--- src/rtl/alarm_stat_pkg.sv ---
package alarm_stat_pkg;

  localparam int REG_W      = 16;
  localparam int HALF_W     = REG_W / 2;
  localparam int MAX_CH     = HALF_W - 1;
  localparam int KINDS      = 2;

  // Alarm kind index: selects the register half and its enable bit.
  typedef enum logic {
    KIND_LOF = 1'b0,
    KIND_AIS = 1'b1
  } alarm_kind_e;

  // Bit position of the enable for a given kind (7 or 15).
  function automatic int ie_pos(input int kind);
    return kind * HALF_W + MAX_CH;
  endfunction

  // Bit position of a channel flag for a given kind.
  function automatic int flag_pos(input int kind, input int ch);
    return kind * HALF_W + ch;
  endfunction

endpackage

--- src/rtl/alarm_sync.sv ---
module alarm_sync #(
  parameter int W      = 7,
  parameter int STAGES = 2
) (
  input  logic         clk,
  input  logic         rst_n,
  input  logic [W-1:0] d_async,
  output logic [W-1:0] q_sync
);

  logic [W-1:0] stg_q [STAGES];
  logic [W-1:0] stg_d [STAGES];

  always_comb begin
    stg_d[0] = d_async;
    for (int s = 1; s < STAGES; s++) begin
      stg_d[s] = stg_q[s-1];
    end
  end

  always_ff @(posedge clk or negedge rst_n) begin
    if (!rst_n) begin
      for (int s = 0; s < STAGES; s++) begin
        stg_q[s] <= '0;
      end
    end else begin
      for (int s = 0; s < STAGES; s++) begin
        stg_q[s] <= stg_d[s];
      end
    end
  end

  assign q_sync = stg_q[STAGES-1];

endmodule

--- src/rtl/alarm_latch_bank.sv ---
module alarm_latch_bank #(
  parameter int NCH         = 7,
  parameter int SYNC_STAGES = 2
) (
  input  logic           clk,
  input  logic           rst_n,
  input  logic [NCH-1:0] raw,
  input  logic           rd_clr,
  output logic [NCH-1:0] cond,
  output logic [NCH-1:0] chg,
  output logic [NCH-1:0] lat
);

  logic [NCH-1:0] sync_s;
  logic [NCH-1:0] prev_q;
  logic [NCH-1:0] lat_q;
  logic [NCH-1:0] lat_d;

  alarm_sync #(
    .W      (NCH),
    .STAGES (SYNC_STAGES)
  ) u_sync (
    .clk     (clk),
    .rst_n   (rst_n),
    .d_async (raw),
    .q_sync  (sync_s)
  );

  // Next state: present condition sets; a read clears otherwise.
  always_comb begin
    for (int i = 0; i < NCH; i++) begin
      if (sync_s[i]) begin
        lat_d[i] = 1'b1;
      end else if (rd_clr) begin
        lat_d[i] = 1'b0;
      end else begin
        lat_d[i] = lat_q[i];
      end
    end
  end

  always_ff @(posedge clk or negedge rst_n) begin
    if (!rst_n) begin
      prev_q <= '0;
      lat_q  <= '0;
    end else begin
      prev_q <= sync_s;
      lat_q  <= lat_d;
    end
  end

  assign cond = sync_s;
  assign chg  = sync_s ^ prev_q;
  assign lat  = lat_q;

  // a present condition is reflected in its flag one edge later.
  a_r3_cond_sets_flag: assert property (@(posedge clk) disable iff (!rst_n)
    1'b1 |=> ((lat_q & $past(sync_s)) == $past(sync_s)));

  // without a read, no flag ever falls.
  a_r4_hold_without_read: assert property (@(posedge clk) disable iff (!rst_n)
    !rd_clr |=> ((lat_q & $past(lat_q)) == $past(lat_q)));

  // a read leaves exactly the still-present conditions.
  a_r4_read_leaves_present: assert property (@(posedge clk) disable iff (!rst_n)
    rd_clr |=> (lat_q == $past(sync_s)));

endmodule

--- src/rtl/alarm_irq_ctrl.sv ---
module alarm_irq_ctrl (
  input  logic clk,
  input  logic rst_n,
  input  logic evt,
  input  logic rd_clr,
  output logic pend
);

  logic pend_q;
  logic pend_d;

  always_comb begin
    if (evt) begin
      pend_d = 1'b1;
    end else if (rd_clr) begin
      pend_d = 1'b0;
    end else begin
      pend_d = pend_q;
    end
  end

  always_ff @(posedge clk or negedge rst_n) begin
    if (!rst_n) begin
      pend_q <= 1'b0;
    end else begin
      pend_q <= pend_d;
    end
  end

  assign pend = pend_q;

  // a qualifying event always leaves the request raised.
  a_r6_event_raises: assert property (@(posedge clk) disable iff (!rst_n)
    evt |=> pend_q);

  // the request holds until a read.
  a_r8_hold_until_read: assert property (@(posedge clk) disable iff (!rst_n)
    (pend_q && !rd_clr) |=> pend_q);

  // a read with no fresh event drops the request.
  a_r8_read_drops: assert property (@(posedge clk) disable iff (!rst_n)
    (rd_clr && !evt) |=> !pend_q);

  // the request never rises without an event.
  a_r7_no_spurious_rise: assert property (@(posedge clk) disable iff (!rst_n)
    (!pend_q && !evt) |=> !pend_q);

endmodule

--- src/rtl/alarm_status_reg.sv ---
module alarm_status_reg #(
  parameter int NCH         = 7,
  parameter int RED_CH      = 4,
  parameter int SYNC_STAGES = 2
) (
  input  logic           clk,
  input  logic           rst_n,
  input  logic [NCH-1:0] lof_raw,
  input  logic [NCH-1:0] ais_raw,
  input  logic           host_wr,
  input  logic           host_rd,
  input  logic [15:0]    host_wdata,
  output logic [15:0]    host_rdata,
  input  logic           reduced_mode,
  input  logic           master_mask,
  output logic           sum_stat,
  output logic           irq_out
);

  import alarm_stat_pkg::*;

  localparam int KN = KINDS;

  logic [KN-1:0][NCH-1:0] raw_all;
  logic [KN-1:0][NCH-1:0] cond_all;
  logic [KN-1:0][NCH-1:0] chg_all;
  logic [KN-1:0][NCH-1:0] lat_all;
  logic [KN-1:0]          ie_q;
  logic [KN-1:0]          ie_d;
  logic [KN-1:0]          kind_evt;
  logic [NCH-1:0]         act;
  logic                   evt;
  logic                   pend;

  assign raw_all[KIND_LOF] = lof_raw;
  assign raw_all[KIND_AIS] = ais_raw;

  // One synchronizing, edge-detecting, sticky bank per alarm kind.
  for (genvar k = 0; k < KN; k++) begin : g_kind
    alarm_latch_bank #(
      .NCH         (NCH),
      .SYNC_STAGES (SYNC_STAGES)
    ) u_bank (
      .clk    (clk),
      .rst_n  (rst_n),
      .raw    (raw_all[k]),
      .rd_clr (host_rd),
      .cond   (cond_all[k]),
      .chg    (chg_all[k]),
      .lat    (lat_all[k])
    );
  end

  // Channels that carry meaning in the current mode.
  always_comb begin
    for (int i = 0; i < NCH; i++) begin
      act[i] = !reduced_mode || (i < RED_CH);
    end
  end

  // Enable register with explicit write enable.
  always_comb begin
    ie_d = ie_q;
    if (host_wr) begin
      for (int k = 0; k < KN; k++) begin
        ie_d[k] = host_wdata[ie_pos(k)];
      end
    end
  end

  always_ff @(posedge clk or negedge rst_n) begin
    if (!rst_n) begin
      ie_q <= '0;
    end else begin
      ie_q <= ie_d;
    end
  end

  // Qualified change-of-state event.
  always_comb begin
    for (int k = 0; k < KN; k++) begin
      kind_evt[k] = ie_q[k] && (|(chg_all[k] & act));
    end
    evt = master_mask && (|kind_evt);
  end

  alarm_irq_ctrl u_irq (
    .clk    (clk),
    .rst_n  (rst_n),
    .evt    (evt),
    .rd_clr (host_rd),
    .pend   (pend)
  );

  assign sum_stat = pend;
  assign irq_out  = pend;

  // Read-back image.
  always_comb begin
    host_rdata = '0;
    for (int k = 0; k < KN; k++) begin
      for (int i = 0; i < NCH; i++) begin
        host_rdata[flag_pos(k, i)] = lat_all[k][i] && act[i];
      end
      host_rdata[ie_pos(k)] = ie_q[k];
    end
  end

  // a write is visible in the enable bits on the next cycle.
  a_r2_enable_write: assert property (@(posedge clk) disable iff (!rst_n)
    host_wr |=> (host_rdata[7] == $past(host_wdata[7])) &&
                (host_rdata[15] == $past(host_wdata[15])));

  // inactive channels read as zero in reduced mode.
  a_r9_reduced_reads_zero: assert property (@(posedge clk) disable iff (!rst_n)
    reduced_mode |-> (host_rdata[NCH-1:RED_CH] == '0) &&
                     (host_rdata[HALF_W+NCH-1:HALF_W+RED_CH] == '0));

  // masked register never raises the request from idle.
  a_r7_master_mask_blocks: assert property (@(posedge clk) disable iff (!rst_n)
    (!master_mask && !irq_out) |=> !irq_out);

endmodule

--- config.mk ---
export PLATFORM = sky130hd
export DESIGN_NAME = alarm_status_reg
export DESIGN_NICKNAME = d
export VERILOG_FILES = /design/src/rtl/alarm_stat_pkg.sv /design/src/rtl/alarm_sync.sv /design/src/rtl/alarm_latch_bank.sv /design/src/rtl/alarm_irq_ctrl.sv /design/src/rtl/alarm_status_reg.sv
export SDC_FILE = /design/constraint.sdc
export NUM_CORES = 1
export LEC_CHECK = 0
export BUFFER_PORTS_ARGS = -buffer_cell sky130_fd_sc_hd__buf_4
export CORE_AREA = 2 2 55 78
export DETAILED_ROUTE_END_ITERATION = 10
export DIE_AREA = 0 0 57 80
export PLACE_DENSITY = 0.72
export REMOVE_ABC_BUFFERS = 1
export SLEW_MARGIN = 20
export SYNTH_ARGS = -nofsm -noshare
export SYNTH_HDL_FRONTEND = slang
export SYNTH_HIERARCHICAL = 1
export SYNTH_SLANG_ARGS = --single-unit
--- constraint.sdc ---
create_clock -name clk -period 4 [get_ports clk]
set_input_delay 0.6 -clock clk [delete_from_list [all_inputs] [get_ports clk]]
set_output_delay 0.6 -clock clk [all_outputs]
set_load 0.01 [all_outputs]
* Word-level counts from Yosys, hierarchy flattened
Index checks and enable logic that the tools add are counted.
** Storage, ports and cells
- Memories kept :: 0
- Word-level logic and storage cells :: 70
- Register bits after elaboration :: 59
- Bits in read-only memories :: 0
- Latch bits :: 0
- RAM bits :: 0
** Operators by class
- $add $sub $neg :: 0
- Bitwise logic cells :: 4
- $lt $le $gt $ge :: 0
- Equality and inequality tests :: 0
- Shift-type cells :: 0
- Reduce and logical (&&, ||, !) cells :: 28
- Div/mod/pow operators :: 0
- Mux-type cells :: 16
- Multiply operators :: 0
** Operators by type and width (number)
- $reduce_bool 2->1 :: 15
- $mux 1 :: 16
- $and 7x7->7 :: 2
- $reduce_or 7->1 :: 2
- $xor 7x7->7 :: 2
- $logic_and 1x1->1 :: 9
- $reduce_or 2->1 :: 1
- $logic_not 1->1 :: 1

* Depth between registers and ports, before layout
Gate-level depths: netlist of the first run.
- Word-level depth :: 7
- Depth in mapped cells :: 5

* Modules after synthesis
The synthesis of the first run kept the hierarchy.
** By module, submodules not included
- alarm_latch_bank :: seq. area each 350.3 µm², cells an instance 29, area an instance 467.9 µm², times used 2
- alarm_sync :: seq. area each 350.3 µm², cells an instance 14, area an instance 350.3 µm², times used 2
- alarm_status_reg :: seq. area each 50.0 µm², cells an instance 22, area an instance 178.9 µm², times used 1
- alarm_irq_ctrl :: seq. area each 25.0 µm², cells an instance 3, area an instance 36.3 µm², times used 1

* Worst setup path after synthesis of the first run
OpenSTA, ideal clock, no wires.
- Kind :: register to register
- From :: register g_kind[0].u_bank.u_sync.stg_q, in the netlist g_kind[0].u_bank/u_sync/q_sync[1]
- To :: register u_irq.pend_q, in the netlist u_irq/pend
- Setup time :: 0.118 ns
- Clock period less this slack :: 1.590 ns
- Path slack :: 2.410 ns
- Cell stages (with the launch flop) :: 6
- Data arrival time :: 1.472 ns
- Cell sequence :: dfrtp_1 > xor2_1 > nor4_2 > nor2_1 > or4_1 > a21o_1
** RTL lines
- from (decl) :: RTL line alarm_sync.sv:11 : logic [W-1:0] stg_q [STAGES];
- from (signal, indexed assignment) :: RTL line alarm_sync.sv:28 : stg_q[s] <= stg_d[s];
- to (signal assigned) :: RTL line alarm_irq_ctrl.sv:26 : pend_q <= pend_d;
- to (decl) :: RTL line alarm_irq_ctrl.sv:9 : logic pend_q;

==> results.txt, run 1 <==
* Clk Latency, worst-skew pair: ~320 ps
- Startpoint of the most critical setup path: g_kind[0].u_bank/u_sync/q_sync[1]
* Reg power frac: 48.8%
- Final hold violation count: 0
* Dominant cells by area after synthesis: sky130_fd_sc_hd__dfrtp_1, sky130_fd_sc_hd__xor2_1, sky130_fd_sc_hd__a21o_1
- In this run, distinct cell masters in the synthesized netlist total 14.
- Overall routing resource usage: 14.36%
- The internal power of the cells totals about 1.1 mW.
* Detailed-placement wirelength estimate: ~1.9 mm
- Number of global-route vias before repair: between 1000 and 1500
* Leak: between 1 and 1.5 nW
- Register-to-Register Setup Slack: 2300 ps
- Arrival time reported for the critical path endpoint: approximately 1900 ps
- Hold repair after CTS inserted 0 buffers.
- Area share of the largest cell type after synthesis: between 70% and 80%
* Via count: slightly above 1000
- The worst setup path is of the register to register kind.
- In the synthesized netlist the dominant register cell turns out to be sky130_fd_sc_hd__dfrtp_1.
* Worst hold path type: input port to async pin
- Setup_tns: 0 ps
* Final nets: between 150 and 200
- After clock tree synthesis, the clock-pin slew on the worst setup and hold paths is about 60 ps.
* Die Footprint: between 4000 and 5000 sq um
* Max-slew headroom: a little over half
- Largest voltage drop on the vdd net: about 0.42 mV
- Of all flip-flops after synthesis, the portion carrying an async set or reset was 100.0%.
* Number of remaining DRC errors: 0
* Portion of the post-synthesis area used by sequential elements: 79.73%
* Clock tree root buffer cell: sky130_fd_sc_hd__clkbuf_8
- Once the floorplan was initialized, standard cells occupied between 40% and 50% of the core.
- Cell row count: 27
* Number of antenna diodes: 0
* Number of top-level design ports: 54
- The number of max-slew violations in the final report came to 0.
* P per Cell Area: 553.0 nW/um^2
- STA classifies the critical path endpoint as a register.
- Clk buf depth: 2
* Number of setup violations in the final report: 0
- Length in cells of the worst reg-to-reg path: 5
* Startpoint of the worst-slack reg-to-reg timing path: g_kind[0].u_bank/u_sync/q_sync[1]
- For this run, the top clock speed supported by timing is 588.6 MHz.
- Total of max-cap violations: 0
- Yosys mapped a number of flops with a built-in enable equal to 0.
- Core region area: 3851 sq um
* Placer Congestion: ~0.7
* Unrepaired setup endpoints after global routing: no
- H-Tree Depth: 3
- Post-CTS setup buffer count: 0
- Combined area of all synthesized cells: approximately 1900 sq um
- Biggest area consumer among synthesized cells: sky130_fd_sc_hd__dfrtp_1
- Counting the fill cells in the layout gives just over 300.
* Number of buffers created by CTS: 9
- Top-count cell post-synth: sky130_fd_sc_hd__dfrtp_1
* Cells resized by post-CTS repair: 0
- First-pass iteration count of the detailed router: 2
* Vert. Die Dim: 80 microns
- Cell count after synthesis: 111
- After routing the design area is around 2400 sq um.
- For this run, the number of standard cells in the final layout without fillers is 208.
* Comb pwr share: between 6 and 7%
* Cell total after placement: 192
- Across the routed clock network, the largest skew measured is slightly below 3 ps.
* Most frequent cells after synthesis: sky130_fd_sc_hd__dfrtp_1, sky130_fd_sc_hd__a21o_1, sky130_fd_sc_hd__xor2_1, sky130_fd_sc_hd__nor2b_1, sky130_fd_sc_hd__nor3_1
- First DRT Iteration DRCs: 27
- The clock net in this run drives a total of slightly below 60 sinks.
- TritonCTS clock tree: yes
- Width of the die: ~57 microns
* Layout-stage area growth over the synthesis result: 30.54%
- The first global-routing pass estimated 4.788 mm of wire.
- Global routing finished with a remaining overflow of 0.
* Run status: finished, final reports clean
- The average instance in the mapped netlist occupies around 17 sq um.
- Once placement finished, the instance area stood at between 2000 and 2500 sq um.
- For this block, the routed nets add up to between 2 and 3 mm of wire.
* Minimum clock period: between 1500 and 2000 ps
- FF-to-FF End: u_irq/pend
- At the worst endpoint, the required time is ~4200 ps.
- Maximum number of pins on one net before global-route repair: 60
* CP startpoint kind: register
- Sw Share: approximately a fifth
* Port-buffer cells: 39
- Yosys synthesis warning count: 6
* Fraction of power consumed by the clock network: approximately 44%
- In the routed layout, each cell is associated on average with a via count of around 4.8.
- The synthesized design contains 59 register bits.
* Fraction of layout instances using a drive strength above 1: between 30% and 40%
* Count of nets left with antenna violations after detail routing: 0
- Peak fanout along the critical path: 3
* Switching power: about 0.27 mW
- Final Cycle Share: 42.47%
- The initial antenna violation count came to 0.
* Detail-routed net length per standard cell: around 13 microns
- Actual slew at the worst max-slew pin: around 700 ps
[metal layers]
layer	global-route usage [%]	vias to the layer above	wire length, microns
met5	0	-	0
met4	8.372	0	59
met3	4.376	7	160
met2	23.56	33	1445
met1	16.41	506	1102
li1	-	462	-
[power groups by stage]
stage / clock network [mW] / logic [mW] / registers, mW
final: 0.594 / 0.0914 / 0.652
after detailed placement: 0 / 0.0931 / 0.663
after CTS: 0.610 / 0.0936 / 0.652
after global placement: 0 / 0.0902 / 0.660
after floorplan: 0 / 0.0315 / 0.664
after global routing: 0.638 / 0.101 / 0.656
[critical path, stage by stage (launching register included)]
cell	delay (ps)
sky130_fd_sc_hd__dfrtp_1	400
sky130_fd_sc_hd__xor2_1	160
sky130_fd_sc_hd__nor4_2	290
sky130_fd_sc_hd__nor2_1	60
sky130_fd_sc_hd__or4_1	510
sky130_fd_sc_hd__a21o_1	170
[flip-flops by register name (all words and copies together) (netlist names)]
signal,cells
g_kind.u_bank/u_sync/stg_d,14
g_kind.u_bank/u_sync/q_sync,14
g_kind.u_bank/lat,14
ie_q,2
g_kind.u_bank/prev_q,14
u_irq/pend,1
[worst max-delay path by stage]
stage / to / slack, ps / depth (start not counted)
6_report: u_irq/pend / 2300 / 5
5_1_grt: u_irq/pend / 2190 / 5
4_1_cts: u_irq/pend / 2270 / 5
3_5_place_dp: u_irq/pend / 2280 / 5
3_3_place_gp: u_irq/pend / 2300 / 5
2_1_floorplan: u_irq/pend / 2410 / 5
[per-stage QoR]
stage	total power, mW	hold WS (ps)	utilization [%]	setup WS (ps)
2_1_floorplan	0.6951	304.4	-	2410
3_3_place_gp	0.7505	331.2	56.89	2296
3_5_place_dp	0.7564	334.7	56.89	2280
4_1_cts	1.357	343.8	62.77	2270
5_1_grt	1.395	356.8	62.77	2191
6_report	1.337	333.3	62.77	2301
[layout by cell type, fill, tap and decap left out, drive strengths merged]
cell type,synthesis,layout
a21o,15,15
nor4,2,2
nor2b,6,6
nor3,4,4
clkinv,0,3
inv,3,3
buf,1,39
nor2,2,2
xor2,14,14
or4,1,1
mux2,2,2
dfrtp,59,59
clkbuf,0,11
bufinv,0,2
nand2,2,2
[area by class of cell]
| cell class | count | area [sq um] | area share, % |
|---|---|---|---|
| flip-flops and latches | 59 | 1476 | 61.08 |
| multi-input cells | 48 | 356.6 | 14.75 |
| repair buffers | 39 | 292.8 | 12.11 |
| clock buffers | 11 | 151.4 | 6.263 |
| clock inverters | 5 | 75.07 | 3.106 |
| well taps | 43 | 53.80 | 2.226 |
| inverters | 3 | 11.26 | 0.4658 |
[kinds of logic (layout without fill, tap and decap cells)]
family,Yosys count,count (layout),synth area share (%)
DFF,59,59,79.73
and+or+nand+nor,17,17,5.339
AOI/OAI and AO/OA,15,15,6.081
xor gates and xnor gates,14,14,6.622
buffers and inverters,4,58,1.014
muxes,2,2,1.216
No activity file was read; power rests on OpenSTA's default activity.
==> inputs of run 2 (changes only) <==
--- a/config.mk
+++ b/config.mk
@@ -5,11 +5,12 @@
 export SDC_FILE = /design/constraint.sdc
 export NUM_CORES = 1
 export LEC_CHECK = 0
+export ABC_AREA = 1
 export BUFFER_PORTS_ARGS = -buffer_cell sky130_fd_sc_hd__buf_4
-export CORE_AREA = 2 2 55 78
+export CORE_AREA = 2 2 58 81
 export DETAILED_ROUTE_END_ITERATION = 10
-export DIE_AREA = 0 0 57 80
-export PLACE_DENSITY = 0.72
+export DIE_AREA = 0 0 60 83
+export PLACE_DENSITY = 0.71
 export REMOVE_ABC_BUFFERS = 1
 export SLEW_MARGIN = 20
 export SYNTH_ARGS = -nofsm -noshare
==> constraint.sdc (replaced) <==
create_clock -name clk -period 1.6 [get_ports clk]
set_input_delay 0.24 -clock clk [delete_from_list [all_inputs] [get_ports clk]]
set_output_delay 0.24 -clock clk [all_outputs]
set_load 0.01 [all_outputs]
==> run 2 against run 1 <==
- via count up 29%
- sequential power up 150%
- area after synthesis up 11%
- register-to-register slack worse by 1900 ps
- sequential share of layout area down 3.8 points
- non-clock buffer count up 2
- critical path type unchanged
- largest cell class unchanged
- largest power group unchanged
==> results.txt, run 2 <==
* Endpoint type of the worst setup path: register
* Detailed-placement wirelength estimate: 1.999 mm (+5.8%)
- The time the final worst path needs with I/O delays and setup was 1160 ps (-539.3 ps).
- The width of the die came to 60 microns (+5.3%).
* Arrival time reported for the critical path endpoint: 1370 ps (-540 ps)
* Cell count after synthesis: 203 (+83%)
- The clock transition at the registers of the reported paths was 60 ps (about the same).
- Tracing the worst setup path back leads to its startpoint at g_kind[0].u_bank/u_sync/q_sync[4].
- First-pass GRT wire length: 5.037 mm (+5.2%)
- The layout cell share with drive strength beyond 1 came to 21.57% (-15 points).
- First-pass iteration count of the detailed router: 4 (+2)
- Fraction of power consumed by the clock network: 34.3% (-10 points)
- The worst-skew pair later-pin latency was 310 ps (about the same).
* Post-route cell area: 2577 sq um (+6.6%)
* Final-report max-slew violation count: 0 (unchanged)
* Prevailing post-synth register cell: sky130_fd_sc_hd__dfrtp_1
- The total vias in the final route is 1304 (+29%).
- Among all cell types in the netlist, the one instantiated most often is sky130_fd_sc_hd__nand2_1.
- In this run the clock root is driven by a sky130_fd_sc_hd__clkbuf_8.
- The worst hold slack across all endpoints was 29.46 ps (-303.9 ps).
- Yosys synthesis warning count: 6 (unchanged)
* #FFs+latches synth: 59 (unchanged)
- The final antenna diode count came to 0 (unchanged).
- Global route total overflow: 0 (unchanged)
- The number of fillers in the final layout is 363 (+19%).
* Antenna violations before repair: 0 (unchanged)
- Overall routing resource usage: 13.99% (-0.37 points)
* Cell row count: 28 (+3.7%)
- The violation count after the first detailed-routing iteration came to 61 (+130%).
- The number of distinct library cell variants in the gate-level netlist after synthesis was 10 (-4).
- Number of setup violations in the final report: 0 (unchanged)
- Sequential standard cell area: 1476 sq um (unchanged)
* Number of top-level design ports: 54 (unchanged)
- Effective utilization at floorplan: 48.38% (+0.29 points)
* Total Wirelength: 2.854 mm (+3.1%)
- Unrepaired setup endpoints after global routing: no
* Detail-routed net length per standard cell: 9.060 microns (-32%)
* Number of hold buffers added after CTS: 1 (+1)
* Peak fanout along the critical path: 3 (unchanged)
* Cell total after placement: 302 (+57%)
- Post-synth EDFFs: 0 (unchanged)
- Leading cell type in the layout, fill and taps excluded: sky130_fd_sc_hd__nand2_1
* Total of max-cap violations: 0 (unchanged)
* Final nets: 290 (+48%)
- The pre-CTS worst setup slack came to 434.0 ps (-1846 ps).
- Number of global-route vias before repair: 1231 (+13%)
- The sequential area share after synthesis was 72.00% (-7.7 points).
- The async set or reset register ratio after synthesis came to 100.0% (unchanged).
- In this run the critical register-to-register path is captured at u_irq/pend.
- The maximum number of pins on one net before global-route repair was 60 (unchanged).
- Worst hold path type: input port to register
* Register-to-Register Setup Slack: 440 ps (-1860 ps)
* Hold_sp: lof_raw[1]
* Combined area of all synthesized cells: 2051 sq um (+11%)
* Required arrival time at the worst endpoint: 1810 ps (-2400 ps)
- TritonCTS clock tree: yes
- Total cell area at the placement stage: 2431 sq um (+11%)
* Dominant cells by area after synthesis: sky130_fd_sc_hd__dfrtp_1, sky130_fd_sc_hd__nand2_1, sky130_fd_sc_hd__inv_1
- The core utilization of the finished layout was 60.80% (-2.0 points).
* Layout-stage area growth over the synthesis result: 25.69%
- WS Path Type: register to register
* Reg power frac: 56.5% (+7.7 points)
- The post-CTS setup repair buffer count came to 0 (unchanged).
- Biggest area consumer among synthesized cells: sky130_fd_sc_hd__dfrtp_1
- Placer Congestion: 0.7236 (+4.7%)
- STA classifies the critical path startpoint as a register.
- Max-slew headroom: 79.94% (+26 points)
- Final hold violation count: 0 (unchanged)
- In the layout the commonest cells are sky130_fd_sc_hd__nand2_1, sky130_fd_sc_hd__dfrtp_1, sky130_fd_sc_hd__inv_1, sky130_fd_sc_hd__buf_4, sky130_fd_sc_hd__nor2_1.
- Following the worst setup path forward leads to its endpoint at u_irq/pend.
- Setup_tns: 0 ps (unchanged)
- The number of port buffers was 39 (unchanged).
- The per-instance average area after synthesis is 10.10 sq um (-39%).
* Leak: 1.463 nW (+25%)
* Final Cycle Share: 72.48% (+30 points)
- Cells resized by post-CTS repair: 0 (unchanged)
- Switching power: 0.6393 mW (+130%)
* Clock Sink Count: 59 (unchanged)
- The total number of H-tree levels is 3 (unchanged).
- The share of total power consumed by net switching is 22.27% (+1.8 points).
- The clock skew is 5.217 ps (+2.250 ps).
* Number of buffers created by CTS: 9 (unchanged)
* Startpoint of the worst-slack reg-to-reg timing path: g_kind[0].u_bank/u_sync/q_sync[4]
- The total power of the final layout came to 2.871 mW (+110%).
- The depth of the worst register-to-register path is 11 (+6).
- The maximum clock frequency is 862.3 MHz (+47%).
- Post-Layout Cell Count: 315 (+51%)
- The floorplan core area came to 4239 sq um (+10%).
* Area occupied by multi-input gates: 394.1 sq um (+11%)
* Die Footprint: 4980 sq um (+9.2%)
- The overall die height was 83 microns (+3.8%).
- Area share of the largest cell type after synthesis: 72.00% (-7.7 points)
- Run status: finished, final reports clean
* P per Cell Area: 1114 nW/um^2 (+100%)
- The maximum resistive drop on vdd is 0.7348 mV (+73%).
- The post-route DRC violation count is 0 (unchanged).
- Actual slew at the worst max-slew pin: 300.9 ps (-386.5 ps)
- The internal power of the cells was 2.232 mW (+110%).
- Count of nets left with antenna violations after detail routing: 0 (unchanged)
- The combinational group share of total power was 9.2% (+2.4 points).
- Clk buf depth: 2 (unchanged)
- The final worst setup slack was 440.3 ps (-1861 ps).
* Post-DR vias/cell: 4.140 (-15%)
- After synthesis, the most frequently instantiated cells are sky130_fd_sc_hd__nand2_1, sky130_fd_sc_hd__dfrtp_1, sky130_fd_sc_hd__inv_1, sky130_fd_sc_hd__nor2_1, sky130_fd_sc_hd__inv_2.
-- run 2: changes by cell type in the layout (fill, tap and decap cells not counted), sizes merged, moves of 2 or more --
cell / before / now
a21o: 15 / 0
bufinv: 2 / 0
clkinv: 3 / 1
inv: 3 / 46
nand2: 2 / 82
nor2: 2 / 11
nor2b: 6 / 0
nor3: 4 / 0
nor4: 2 / 0
xor2: 14 / 0
-- run 2: worst min path at each step --
stage | cells past startpoint | end
final | 1 | g_kind[0].u_bank/u_sync/stg_d[1]
after global routing | 1 | g_kind[0].u_bank/u_sync/stg_d[0]
after CTS | 1 | g_kind[0].u_bank/u_sync/stg_d[1]
after detailed placement | 2 | g_kind[0].u_bank/lat[1]
after global placement | 2 | g_kind[0].u_bank/prev_q[1]
after floorplan | 0 | g_kind[0].u_bank/lat[0]
-- run 2: critical path, cell delays in order (launching register included) --
cell                      delay, ps
sky130_fd_sc_hd__dfrtp_1        360
sky130_fd_sc_hd__inv_1           60
sky130_fd_sc_hd__nand2_1         50
sky130_fd_sc_hd__nand2_1         50
sky130_fd_sc_hd__nor2_1         180
sky130_fd_sc_hd__nand2_4         50
sky130_fd_sc_hd__nand2_1         50
sky130_fd_sc_hd__nand2_1         40
sky130_fd_sc_hd__nand2_1         70
sky130_fd_sc_hd__a21oi_2         50
sky130_fd_sc_hd__inv_1           40
sky130_fd_sc_hd__nand2_1         40
-- run 2: cell families after synthesis --
| family | Yosys count | share of synthesized area, % |
|---|---|---|
| buffers and inverters | 47 | 8.786 |
| AO/OA/AOI/OAI | 1 | 0.4272 |
| AND/OR/NAND/NOR | 94 | 17.69 |
| multiplexers | 2 | 1.098 |
| flip-flops | 59 | 72.00 |
-- run 2: routing by layer --
metal	global-route usage [%]	share of wire [%]	vias up
met5	0	0	-
met4	8.485	2.1	0
met3	5.763	5.9	7
met2	21.44	51	33
met1	15.76	41	587
li1	-	-	677
-- run 2: layout make-up --
class	count	share of cell area, %
inverters	46	6.699
repair buffers	41	12.52
well taps	60	2.913
clock buffers	11	5.097
clock inverters	1	0.1942
multi-input cells	97	15.29
flip-flops and latches	59	57.28
-- run 2: power groups by stage --
stage          clock network (mW)  logic [mW]  registers (mW)
2_1_floorplan                   0       0.106            1.65
3_3_place_gp                    0       0.263            1.65
3_5_place_dp                    0       0.269            1.65
4_1_cts                      1.04       0.271            1.62
5_1_grt                      1.10       0.304            1.64
6_report                    0.984       0.264            1.62
